## src/rtl/daysec_pkg.sv

```systemverilog
package daysec_pkg;

    localparam int unsigned RTC_LO_W        = 8;
    localparam int unsigned RTC_HI_W        = 9;
    localparam int unsigned RTC_DAY_W       = 15;
    localparam int unsigned RTC_DATA_W      = 16;
    localparam int unsigned RTC_ADDR_W      = 3;
    localparam int unsigned RTC_DAY_SECONDS = 86400;
    localparam int unsigned RTC_IRQ_N       = 2;
    localparam int unsigned IRQ_ALM_BIT     = 0;
    localparam int unsigned IRQ_UPD_BIT     = 1;

    typedef enum logic [RTC_ADDR_W-1:0] {
        REG_TOD_LO   = 3'd0,
        REG_TOD_HI   = 3'd1,
        REG_DAY      = 3'd2,
        REG_ALM_LO   = 3'd3,
        REG_ALM_HI   = 3'd4,
        REG_ALM_DAY  = 3'd5,
        REG_IRQ_EN   = 3'd6,
        REG_IRQ_STAT = 3'd7
    } reg_sel_e;

    typedef enum logic [1:0] {
        CNT_HOLD,
        CNT_STEP,
        CNT_WRAP,
        CNT_LOAD
    } cnt_act_e;

    typedef enum logic {
        ALM_WATCH,
        ALM_HELD
    } alm_state_e;

endpackage

```

## src/rtl/daysec_counter.sv

```systemverilog
module daysec_counter
    import daysec_pkg::*;
#(
    parameter int unsigned LO_W        = RTC_LO_W,
    parameter int unsigned HI_W        = RTC_HI_W,
    parameter int unsigned DAY_W       = RTC_DAY_W,
    parameter int unsigned DAY_SECONDS = RTC_DAY_SECONDS
) (
    input  logic             clk,
    input  logic             rst_n,
    input  logic             tick_i,
    input  logic             wr_lo_i,
    input  logic             wr_hi_i,
    input  logic             wr_day_i,
    input  logic [DAY_W-1:0] wdata_i,
    output logic [LO_W-1:0]  tod_lo_o,
    output logic [HI_W-1:0]  tod_hi_o,
    output logic [DAY_W-1:0] day_o
);

    localparam int unsigned      TOD_W    = LO_W + HI_W;
    localparam logic [TOD_W-1:0] TOD_LAST = TOD_W'(DAY_SECONDS - 1);

    logic [LO_W-1:0]  lo_q;
    logic [HI_W-1:0]  hi_q;
    logic [DAY_W-1:0] day_q;
    logic [TOD_W-1:0] tod;
    logic [TOD_W-1:0] tod_inc;
    logic             wr_any;
    cnt_act_e         act;

    assign tod     = {hi_q, lo_q};
    assign tod_inc = tod + TOD_W'(1);
    assign wr_any  = wr_lo_i | wr_hi_i | wr_day_i;

    // Action select: a write outranks the tick in the same cycle.
    always_comb begin
        if (wr_any) begin
            act = CNT_LOAD;
        end else if (tick_i) begin
            act = (tod >= TOD_LAST) ? CNT_WRAP : CNT_STEP;
        end else begin
            act = CNT_HOLD;
        end
    end

    always_ff @(posedge clk or negedge rst_n) begin
        if (!rst_n) begin
            lo_q  <= '0;
            hi_q  <= '0;
            day_q <= '0;
        end else begin
            unique case (act)
                CNT_HOLD: begin
                    lo_q <= lo_q;
                end
                CNT_STEP: begin
                    {hi_q, lo_q} <= tod_inc;
                end
                CNT_WRAP: begin
                    lo_q  <= '0;
                    hi_q  <= '0;
                    day_q <= day_q + DAY_W'(1);
                end
                CNT_LOAD: begin
                    if (wr_lo_i)  lo_q  <= wdata_i[LO_W-1:0];
                    if (wr_hi_i)  hi_q  <= wdata_i[HI_W-1:0];
                    if (wr_day_i) day_q <= wdata_i;
                end
                default: begin
                    lo_q <= lo_q;
                end
            endcase
        end
    end

    assign tod_lo_o = lo_q;
    assign tod_hi_o = hi_q;
    assign day_o    = day_q;

    AST_TICK_STEP: assert property (@(posedge clk) disable iff (!rst_n)
        (tick_i && !wr_any && (tod < TOD_LAST)) |=>
        (tod == TOD_W'($past(tod) + TOD_W'(1))) && $stable(day_q));

    AST_DAY_CARRY: assert property (@(posedge clk) disable iff (!rst_n)
        (tick_i && !wr_any && (tod >= TOD_LAST)) |=>
        (tod == '0) && (day_q == DAY_W'($past(day_q) + DAY_W'(1))));

    AST_WRITE_NO_ADVANCE: assert property (@(posedge clk) disable iff (!rst_n)
        (wr_lo_i && tick_i) |=> $stable(hi_q) && $stable(day_q));

endmodule

```

## src/rtl/daysec_alarm.sv

```systemverilog
module daysec_alarm
    import daysec_pkg::*;
#(
    parameter int unsigned LO_W  = RTC_LO_W,
    parameter int unsigned HI_W  = RTC_HI_W,
    parameter int unsigned DAY_W = RTC_DAY_W
) (
    input  logic             clk,
    input  logic             rst_n,
    input  logic             wr_lo_i,
    input  logic             wr_hi_i,
    input  logic             wr_day_i,
    input  logic [DAY_W-1:0] wdata_i,
    input  logic [LO_W-1:0]  cur_lo_i,
    input  logic [HI_W-1:0]  cur_hi_i,
    input  logic [DAY_W-1:0] cur_day_i,
    output logic [LO_W-1:0]  alm_lo_o,
    output logic [HI_W-1:0]  alm_hi_o,
    output logic [DAY_W-1:0] alm_day_o,
    output logic             hit_o
);

    logic [LO_W-1:0]  alm_lo_q;
    logic [HI_W-1:0]  alm_hi_q;
    logic [DAY_W-1:0] alm_day_q;
    logic             match;
    alm_state_e       state_q;
    alm_state_e       state_d;

    always_ff @(posedge clk or negedge rst_n) begin
        if (!rst_n) begin
            alm_lo_q  <= '0;
            alm_hi_q  <= '0;
            alm_day_q <= '0;
        end else begin
            if (wr_lo_i)  alm_lo_q  <= wdata_i[LO_W-1:0];
            if (wr_hi_i)  alm_hi_q  <= wdata_i[HI_W-1:0];
            if (wr_day_i) alm_day_q <= wdata_i;
        end
    end

    assign match = (alm_lo_q == cur_lo_i) && (alm_hi_q == cur_hi_i)
                && (alm_day_q == cur_day_i);

    // Next-state logic.
    always_comb begin
        state_d = state_q;
        unique case (state_q)
            ALM_WATCH: if (match)  state_d = ALM_HELD;
            ALM_HELD:  if (!match) state_d = ALM_WATCH;
            default:   state_d = ALM_HELD;
        endcase
    end

    // State register; reset parks in HELD so a match at reset is not an event.
    always_ff @(posedge clk or negedge rst_n) begin
        if (!rst_n) state_q <= ALM_HELD;
        else        state_q <= state_d;
    end

    // Outputs.
    always_comb begin
        hit_o = 1'b0;
        unique case (state_q)
            ALM_WATCH: hit_o = match;
            ALM_HELD:  hit_o = 1'b0;
            default:   hit_o = 1'b0;
        endcase
    end

    assign alm_lo_o  = alm_lo_q;
    assign alm_hi_o  = alm_hi_q;
    assign alm_day_o = alm_day_q;

    AST_ALARM_ONCE: assert property (@(posedge clk) disable iff (!rst_n)
        hit_o |=> !hit_o);

endmodule

```

## src/rtl/daysec_irq.sv

```systemverilog
module daysec_irq
    import daysec_pkg::*;
#(
    parameter int unsigned IRQ_N = RTC_IRQ_N
) (
    input  logic             clk,
    input  logic             rst_n,
    input  logic             alm_set_i,
    input  logic             upd_set_i,
    input  logic             wr_en_i,
    input  logic             wr_stat_i,
    input  logic [IRQ_N-1:0] wdata_i,
    output logic [IRQ_N-1:0] en_o,
    output logic [IRQ_N-1:0] stat_o,
    output logic             irq_o
);

    logic [IRQ_N-1:0] en_q;
    logic [IRQ_N-1:0] stat_q;
    logic [IRQ_N-1:0] set_vec;
    logic [IRQ_N-1:0] clr_vec;

    always_comb begin
        set_vec              = '0;
        set_vec[IRQ_ALM_BIT] = alm_set_i;
        set_vec[IRQ_UPD_BIT] = upd_set_i;
    end

    assign clr_vec = wr_stat_i ? wdata_i : '0;

    always_ff @(posedge clk or negedge rst_n) begin
        if (!rst_n) begin
            en_q   <= '0;
            stat_q <= '0;
        end else begin
            if (wr_en_i) en_q <= wdata_i;
            stat_q <= (stat_q & ~clr_vec) | set_vec;
        end
    end

    assign en_o   = en_q;
    assign stat_o = stat_q;
    assign irq_o  = |(stat_q & en_q);

    AST_UPD_SET: assert property (@(posedge clk) disable iff (!rst_n)
        upd_set_i |=> stat_q[IRQ_UPD_BIT]);

    AST_STICKY: assert property (@(posedge clk) disable iff (!rst_n)
        (stat_q[IRQ_ALM_BIT] && !(wr_stat_i && wdata_i[IRQ_ALM_BIT]))
        |=> stat_q[IRQ_ALM_BIT]);

endmodule

```

## src/rtl/daysec_rtc.sv

```systemverilog
module daysec_rtc
    import daysec_pkg::*;
#(
    parameter int unsigned LO_W        = RTC_LO_W,
    parameter int unsigned HI_W        = RTC_HI_W,
    parameter int unsigned DAY_W       = RTC_DAY_W,
    parameter int unsigned DATA_W      = RTC_DATA_W,
    parameter int unsigned ADDR_W      = RTC_ADDR_W,
    parameter int unsigned DAY_SECONDS = RTC_DAY_SECONDS
) (
    input  logic              clk,
    input  logic              rst_n,
    input  logic              tick_i,
    input  logic              wr_i,
    input  logic [ADDR_W-1:0] addr_i,
    input  logic [DATA_W-1:0] wdata_i,
    output logic [DATA_W-1:0] rdata_o,
    output logic              irq_o
);

    localparam int unsigned IRQ_N = RTC_IRQ_N;

    reg_sel_e         sel;
    logic             wr_tlo, wr_thi, wr_tday;
    logic             wr_alo, wr_ahi, wr_aday;
    logic             wr_en, wr_stat;
    logic [LO_W-1:0]  t_lo, a_lo;
    logic [HI_W-1:0]  t_hi, a_hi;
    logic [DAY_W-1:0] t_day, a_day;
    logic [IRQ_N-1:0] irq_en, irq_stat;
    logic             alm_hit;
    logic             unused_wbits;

    assign sel          = reg_sel_e'(addr_i);
    assign unused_wbits = ^wdata_i[DATA_W-1:DAY_W];

    always_comb begin
        {wr_tlo, wr_thi, wr_tday, wr_alo, wr_ahi, wr_aday, wr_en, wr_stat} = '0;
        if (wr_i) begin
            unique case (sel)
                REG_TOD_LO:   wr_tlo  = 1'b1;
                REG_TOD_HI:   wr_thi  = 1'b1;
                REG_DAY:      wr_tday = 1'b1;
                REG_ALM_LO:   wr_alo  = 1'b1;
                REG_ALM_HI:   wr_ahi  = 1'b1;
                REG_ALM_DAY:  wr_aday = 1'b1;
                REG_IRQ_EN:   wr_en   = 1'b1;
                REG_IRQ_STAT: wr_stat = 1'b1;
                default:      wr_en   = 1'b0;
            endcase
        end
    end

    daysec_counter #(
        .LO_W(LO_W), .HI_W(HI_W), .DAY_W(DAY_W), .DAY_SECONDS(DAY_SECONDS)
    ) u_counter (
        .clk      (clk),
        .rst_n    (rst_n),
        .tick_i   (tick_i),
        .wr_lo_i  (wr_tlo),
        .wr_hi_i  (wr_thi),
        .wr_day_i (wr_tday),
        .wdata_i  (wdata_i[DAY_W-1:0]),
        .tod_lo_o (t_lo),
        .tod_hi_o (t_hi),
        .day_o    (t_day)
    );

    daysec_alarm #(
        .LO_W(LO_W), .HI_W(HI_W), .DAY_W(DAY_W)
    ) u_alarm (
        .clk       (clk),
        .rst_n     (rst_n),
        .wr_lo_i   (wr_alo),
        .wr_hi_i   (wr_ahi),
        .wr_day_i  (wr_aday),
        .wdata_i   (wdata_i[DAY_W-1:0]),
        .cur_lo_i  (t_lo),
        .cur_hi_i  (t_hi),
        .cur_day_i (t_day),
        .alm_lo_o  (a_lo),
        .alm_hi_o  (a_hi),
        .alm_day_o (a_day),
        .hit_o     (alm_hit)
    );

    daysec_irq #(
        .IRQ_N(IRQ_N)
    ) u_irq (
        .clk       (clk),
        .rst_n     (rst_n),
        .alm_set_i (alm_hit),
        .upd_set_i (tick_i),
        .wr_en_i   (wr_en),
        .wr_stat_i (wr_stat),
        .wdata_i   (wdata_i[IRQ_N-1:0]),
        .en_o      (irq_en),
        .stat_o    (irq_stat),
        .irq_o     (irq_o)
    );

    always_comb begin
        rdata_o = '0;
        unique case (sel)
            REG_TOD_LO:   rdata_o = DATA_W'(t_lo);
            REG_TOD_HI:   rdata_o = DATA_W'(t_hi);
            REG_DAY:      rdata_o = DATA_W'(t_day);
            REG_ALM_LO:   rdata_o = DATA_W'(a_lo);
            REG_ALM_HI:   rdata_o = DATA_W'(a_hi);
            REG_ALM_DAY:  rdata_o = DATA_W'(a_day);
            REG_IRQ_EN:   rdata_o = DATA_W'(irq_en);
            REG_IRQ_STAT: rdata_o = DATA_W'(irq_stat);
            default:      rdata_o = '0;
        endcase
    end

endmodule

```

## config.mk

```make
export PLATFORM = sky130hd
export DESIGN_NAME = daysec_rtc
export DESIGN_NICKNAME = d
export VERILOG_FILES = /design/src/rtl/daysec_pkg.sv /design/src/rtl/daysec_counter.sv /design/src/rtl/daysec_alarm.sv /design/src/rtl/daysec_irq.sv /design/src/rtl/daysec_rtc.sv
export SDC_FILE = /design/constraint.sdc
export NUM_CORES = 1
export LEC_CHECK = 0
export BUFFER_PORTS_ARGS = -buffer_cell sky130_fd_sc_hd__buf_2
export CAP_MARGIN = 40
export CORE_MARGIN = 5
export CORE_UTILIZATION = 55
export DETAILED_ROUTE_END_ITERATION = 8
export PLACE_DENSITY = 0.72
export SETUP_SLACK_MARGIN = 0.1
export SLEW_MARGIN = 15
export SYNTH_ARGS = -nofsm -noshare
export SYNTH_HDL_FRONTEND = slang
export SYNTH_SLANG_ARGS = --single-unit
```

## constraint.sdc

```tcl
create_clock -name clk -period 2.46 [get_ports clk]
set_clock_uncertainty 0.1 [all_clocks]
set_input_delay 0.492 -clock clk [delete_from_list [all_inputs] [get_ports clk]]
set_output_delay 0.492 -clock clk [all_outputs]
set_load 0.02 [all_outputs]
```

==> impl_metrics.py <==
metrics = {
    "synthesis": {
        "syn_avg_cell_area_um2": 9.45,
        "post-synth-top-area-fraction": 0.381,
        "synth-edff-count": 0,
        "ys_ff_latch": 69,
        "synth_mux_area_frac": 0.142,
        "synth-async-reset-ratio": 1.00,
        "synth_compound_area_frac": 0.203,
        "yosys.area_share.adder": 0.00560,
        "synthesis.area_mm2": 0.00447,
        "synth.lib_cells_used.distinct": 55,
        "synthesis.instances": 473,
        "synthFlopType": "sky130_fd_sc_hd__dfrtp_1",
        "seq_area_frac_synth": 0.387,
        "largest_family_of_logic_cells_by_synthesized_area": "compound AO/OA/AOI/OAI gates",
        "post_synth_main_area_contributors": "sky130_fd_sc_hd__dfrtp_1 38%, sky130_fd_sc_hd__mux2_2 9.3%, sky130_fd_sc_hd__xor2_1 6.3%, sky130_fd_sc_hd__a21oi_1 4.9%, sky130_fd_sc_hd__a22o_1 3.9%",
        "synthesis.nets": 498,
        "yosys_synthesis_warning_count": 0,
        "dominant_cell_type_by_area_after_synthesis": "sky130_fd_sc_hd__dfrtp_1",
        "synth_area_in_simple_gates": 0.150,
        "synthXorXnorAreaFrac": 0.0627,
    },
    "timing": {
        "post-route-period-util": 0.975,
        "max_clock_freq_mhz": 417,
        "setup_tns_ns": 0,
        "count_of_endpoints_failing_setup_in_the_final_report": 0,
        "maxSlewViolCount": 0,
        "hold_ws_ns": 0.0495,
        "final_period_minus_worst_setup_slack_ns": 2.40,
        "relSlewSlack": 0.616,
        "worst_slack_ns": 0.0606,
        "hold_violations": 0,
        "max_slew.worst_pin.slew_ns": 0.577,
    },
    "grt": {
        "grt_pass1_vias": 3955,
        "grt_max_degree": 44,
        "grt_overflow": 0,
        "globalRouteTotalUtil": 0.266,
        "grt_antenna_before_repair": 0,
        "grt_pass1_wl_mm": 20.9,
    },
    "run_status": {
        "run_status": "finished clean",
    },
    "critical_path": {
        "timing.reg2reg.worst_path_depth": 8,
        "regToRegStartpoint": "u_counter.tod_lo_o[0]",
        "critPathArrivalTime_ns": 1.81,
        "timing.setup.critical_path_class": "in2out",
        "critPathMaxFanout": 10,
        "worst_setup_path_startpoint": "addr_i[2]",
        "worst_ep_required_time_ns": 1.87,
        "start_kind": "primary input",
        "worst_setup_path_end_kind": "primary output",
    },
    "floorplan": {
        "dieWidth_um": 100,
        "start_util": 0.572,
        "fp.dieH_um": 100,
        "fp.dieArea_mm2": 0.0100,
        "pin_count": 40,
        "placement_rows": 32,
        "placeableCoreArea_mm2": 0.00781,
    },
    "pwr": {
        "powerDensity_mw_per_mm2": 871,
        "net-switching-power_mw": 1.69,
        "share_clk_of_total_power": 0.260,
        "switching_share": 0.375,
        "finalPower_mw": 4.51,
        "power.ir.vdd_worst_mv": 0.522,
        "comb_power_share": 0.307,
        "p_seq_frac": 0.433,
        "p_leak_nw": 2.27,
        "internal_power_mw": 2.82,
    },
    "detailed_routing": {
        "drt_first_iter_violations": 368,
        "finalWirelength_mm": 13.2,
        "antenna_left": 0,
        "detailedRoute.firstPassIterationCount": 5,
        "via_per_inst": 6.56,
        "post-route-drc-count": 0,
        "wl_per_cell_um": 21.2,
        "route.vias.total": 4075,
    },
    "finish": {
        "layout_commonest_cell": "sky130_fd_sc_hd__dfrtp_1",
        "fillers": 660,
        "mostFrequentLayoutCells": "64 x sky130_fd_sc_hd__dfrtp_1, 42 x sky130_fd_sc_hd__a21oi_1, 37 x sky130_fd_sc_hd__mux2_2, 35 x sky130_fd_sc_hd__buf_2, 32 x sky130_fd_sc_hd__xor2_1",
        "layout-area-overhead-vs-synth_pct": 15.8,
        "multiInputGateArea_mm2": 0.00255,
        "nets": 539,
        "drive_gt1_frac": 0.277,
        "seq_area_mm2": 0.00173,
        "antennaDiodeCount": 0,
    },
    "cts": {
        "cts.reportedPaths.clkPinSlew_ns": 0.07,
        "clock_sink_count": 69,
        "cts_buffers": 9,
        "cts-root-buf": "sky130_fd_sc_hd__clkbuf_8",
        "tritoncts": "done",
        "cts_max_path_buffers": 2,
        "h-tree-depth": 3,
        "clkLatencyLatePin_ns": 0.34,
    },
    "min_path": {
        "hold_path.class": "in2async",
    },
    "placement": {
        "place.detailed.hpwl_mm": 9.55,
        "globalplace.congestion": 0.920,
        "detailedPlace.worstSlack_ns": 0.153,
        "count_of_buffers_from_port_buffering": 37,
    },
    "job": {
        "max-cap-violations": 0,
    },
}
## per-layer routing
layer | track usage | vias up | share of wire
met5 | 0 | - | 0
met4 | 0.106 | 0 | 0.026
met3 | 0.0563 | 33 | 0.079
met2 | 0.423 | 198 | 0.48
met1 | 0.354 | 2019 | 0.42
li1 | - | 1825 | -
## state kept, by name (all words and copies together) (netlist names)
signal / flops
u_alarm.state_q: 1
u_counter.tod_hi_o: 9
u_alarm.alm_hi_o: 9
u_irq.en_o: 2
u_alarm.alm_lo_o: 8
u_counter.day_o: 15
u_irq.stat_o: 2
u_alarm.alm_day_o: 15
u_counter.tod_lo_o: 8
## worst max-delay path: stages
cell	delay [ns]
sky130_fd_sc_hd__clkbuf_4	0.22
sky130_fd_sc_hd__buf_12	0.17
sky130_fd_sc_hd__mux2i_1	0.21
sky130_fd_sc_hd__nor2_1	0.06
sky130_fd_sc_hd__a211oi_1	0.38
sky130_fd_sc_hd__a21oi_2	0.10
sky130_fd_sc_hd__buf_4	0.18
## cells in the mapped netlist (3+ instances only)
cell type and n:
sky130_fd_sc_hd__mux2_2 37, sky130_fd_sc_hd__mux4_2 4, sky130_fd_sc_hd__xor2_1 32, sky130_fd_sc_hd__nand4_1 9, sky130_fd_sc_hd__mux2i_1 13, sky130_fd_sc_hd__a22o_1 20, sky130_fd_sc_hd__buf_1 3, sky130_fd_sc_hd__nand3_1 21
sky130_fd_sc_hd__a211oi_1 6, sky130_fd_sc_hd__dfrtp_1 68, sky130_fd_sc_hd__inv_1 11, sky130_fd_sc_hd__and3_1 6, sky130_fd_sc_hd__nand2b_1 5, sky130_fd_sc_hd__o21ai_0 25, sky130_fd_sc_hd__clkbuf_1 20, sky130_fd_sc_hd__nand4b_1 3
sky130_fd_sc_hd__o31a_1 3, sky130_fd_sc_hd__buf_2 11, sky130_fd_sc_hd__o31ai_1 6, sky130_fd_sc_hd__o22ai_1 5, sky130_fd_sc_hd__nand2_1 30, sky130_fd_sc_hd__a21oi_1 44, sky130_fd_sc_hd__a31oi_1 3, sky130_fd_sc_hd__nor2_1 30
sky130_fd_sc_hd__nor3_1 4, sky130_fd_sc_hd__o21a_1 3, sky130_fd_sc_hd__nor4_1 8, sky130_fd_sc_hd__nor3b_1 3
## cell type report
class / count / area share
clock buffers: 11 / 0.0293
clock inverters: 5 / 0.0206
inverters: 11 / 0.00798
multi-input cells: 355 / 0.493
flip-flops and latches: 69 / 0.335
well taps: 102 / 0.0247
repair buffers: 68 / 0.0899
## power by group through the flow
stage               combinational [mW]  sequential, mW  clock, mW
floorplan                         1.12            1.69          0
global placement                  1.30            1.92          0
detailed placement                1.34            1.95          0
CTS                               1.35            1.93       1.19
global route                      1.51            1.99       1.23
finish                            1.39            1.95       1.17
## what timing repair did
action / CTS / global route
gates resized for setup: 1 / 9
setup buffers: 0 / 0
cloned: 0 / 1
endpoints found under the setup margin: 1 / 12
hold buffers: 0 / 0
## through the flow
step | instance area, um2 | std cells | utilization
floorplan | 4480 | 473 | -
global placement | 4860 | 604 | 0.623
detailed placement | 4860 | 604 | 0.623
CTS | 5120 | 620 | 0.656
global route | 5170 | 621 | 0.663
finish | 5170 | 621 | 0.663
## cells by family after synthesis
kind of cell / Yosys count
other cells: 1
xor+xnor: 32
fa+ha+maj: 2
simple gates: 130
flops: 69
buf+inv: 49
mux: 54
compound gates: 136
## path summary, 6_finish.rpt
check / slack (ns) / end
worst min-delay path: 0.05 / u_counter.tod_lo_o[0]
worst min register to register: 0.45 / u_irq.stat_o[1]
max in group asynchronous: 1.69 / u_counter.day_o[1]
min in group clk: 0.29 / u_alarm.alm_day_o[14]
worst max register to register: 0.21 / u_counter.day_o[0]
worst max-delay path: 0.06 / rdata_o[4]
Power figures use the tool's default switching activity.
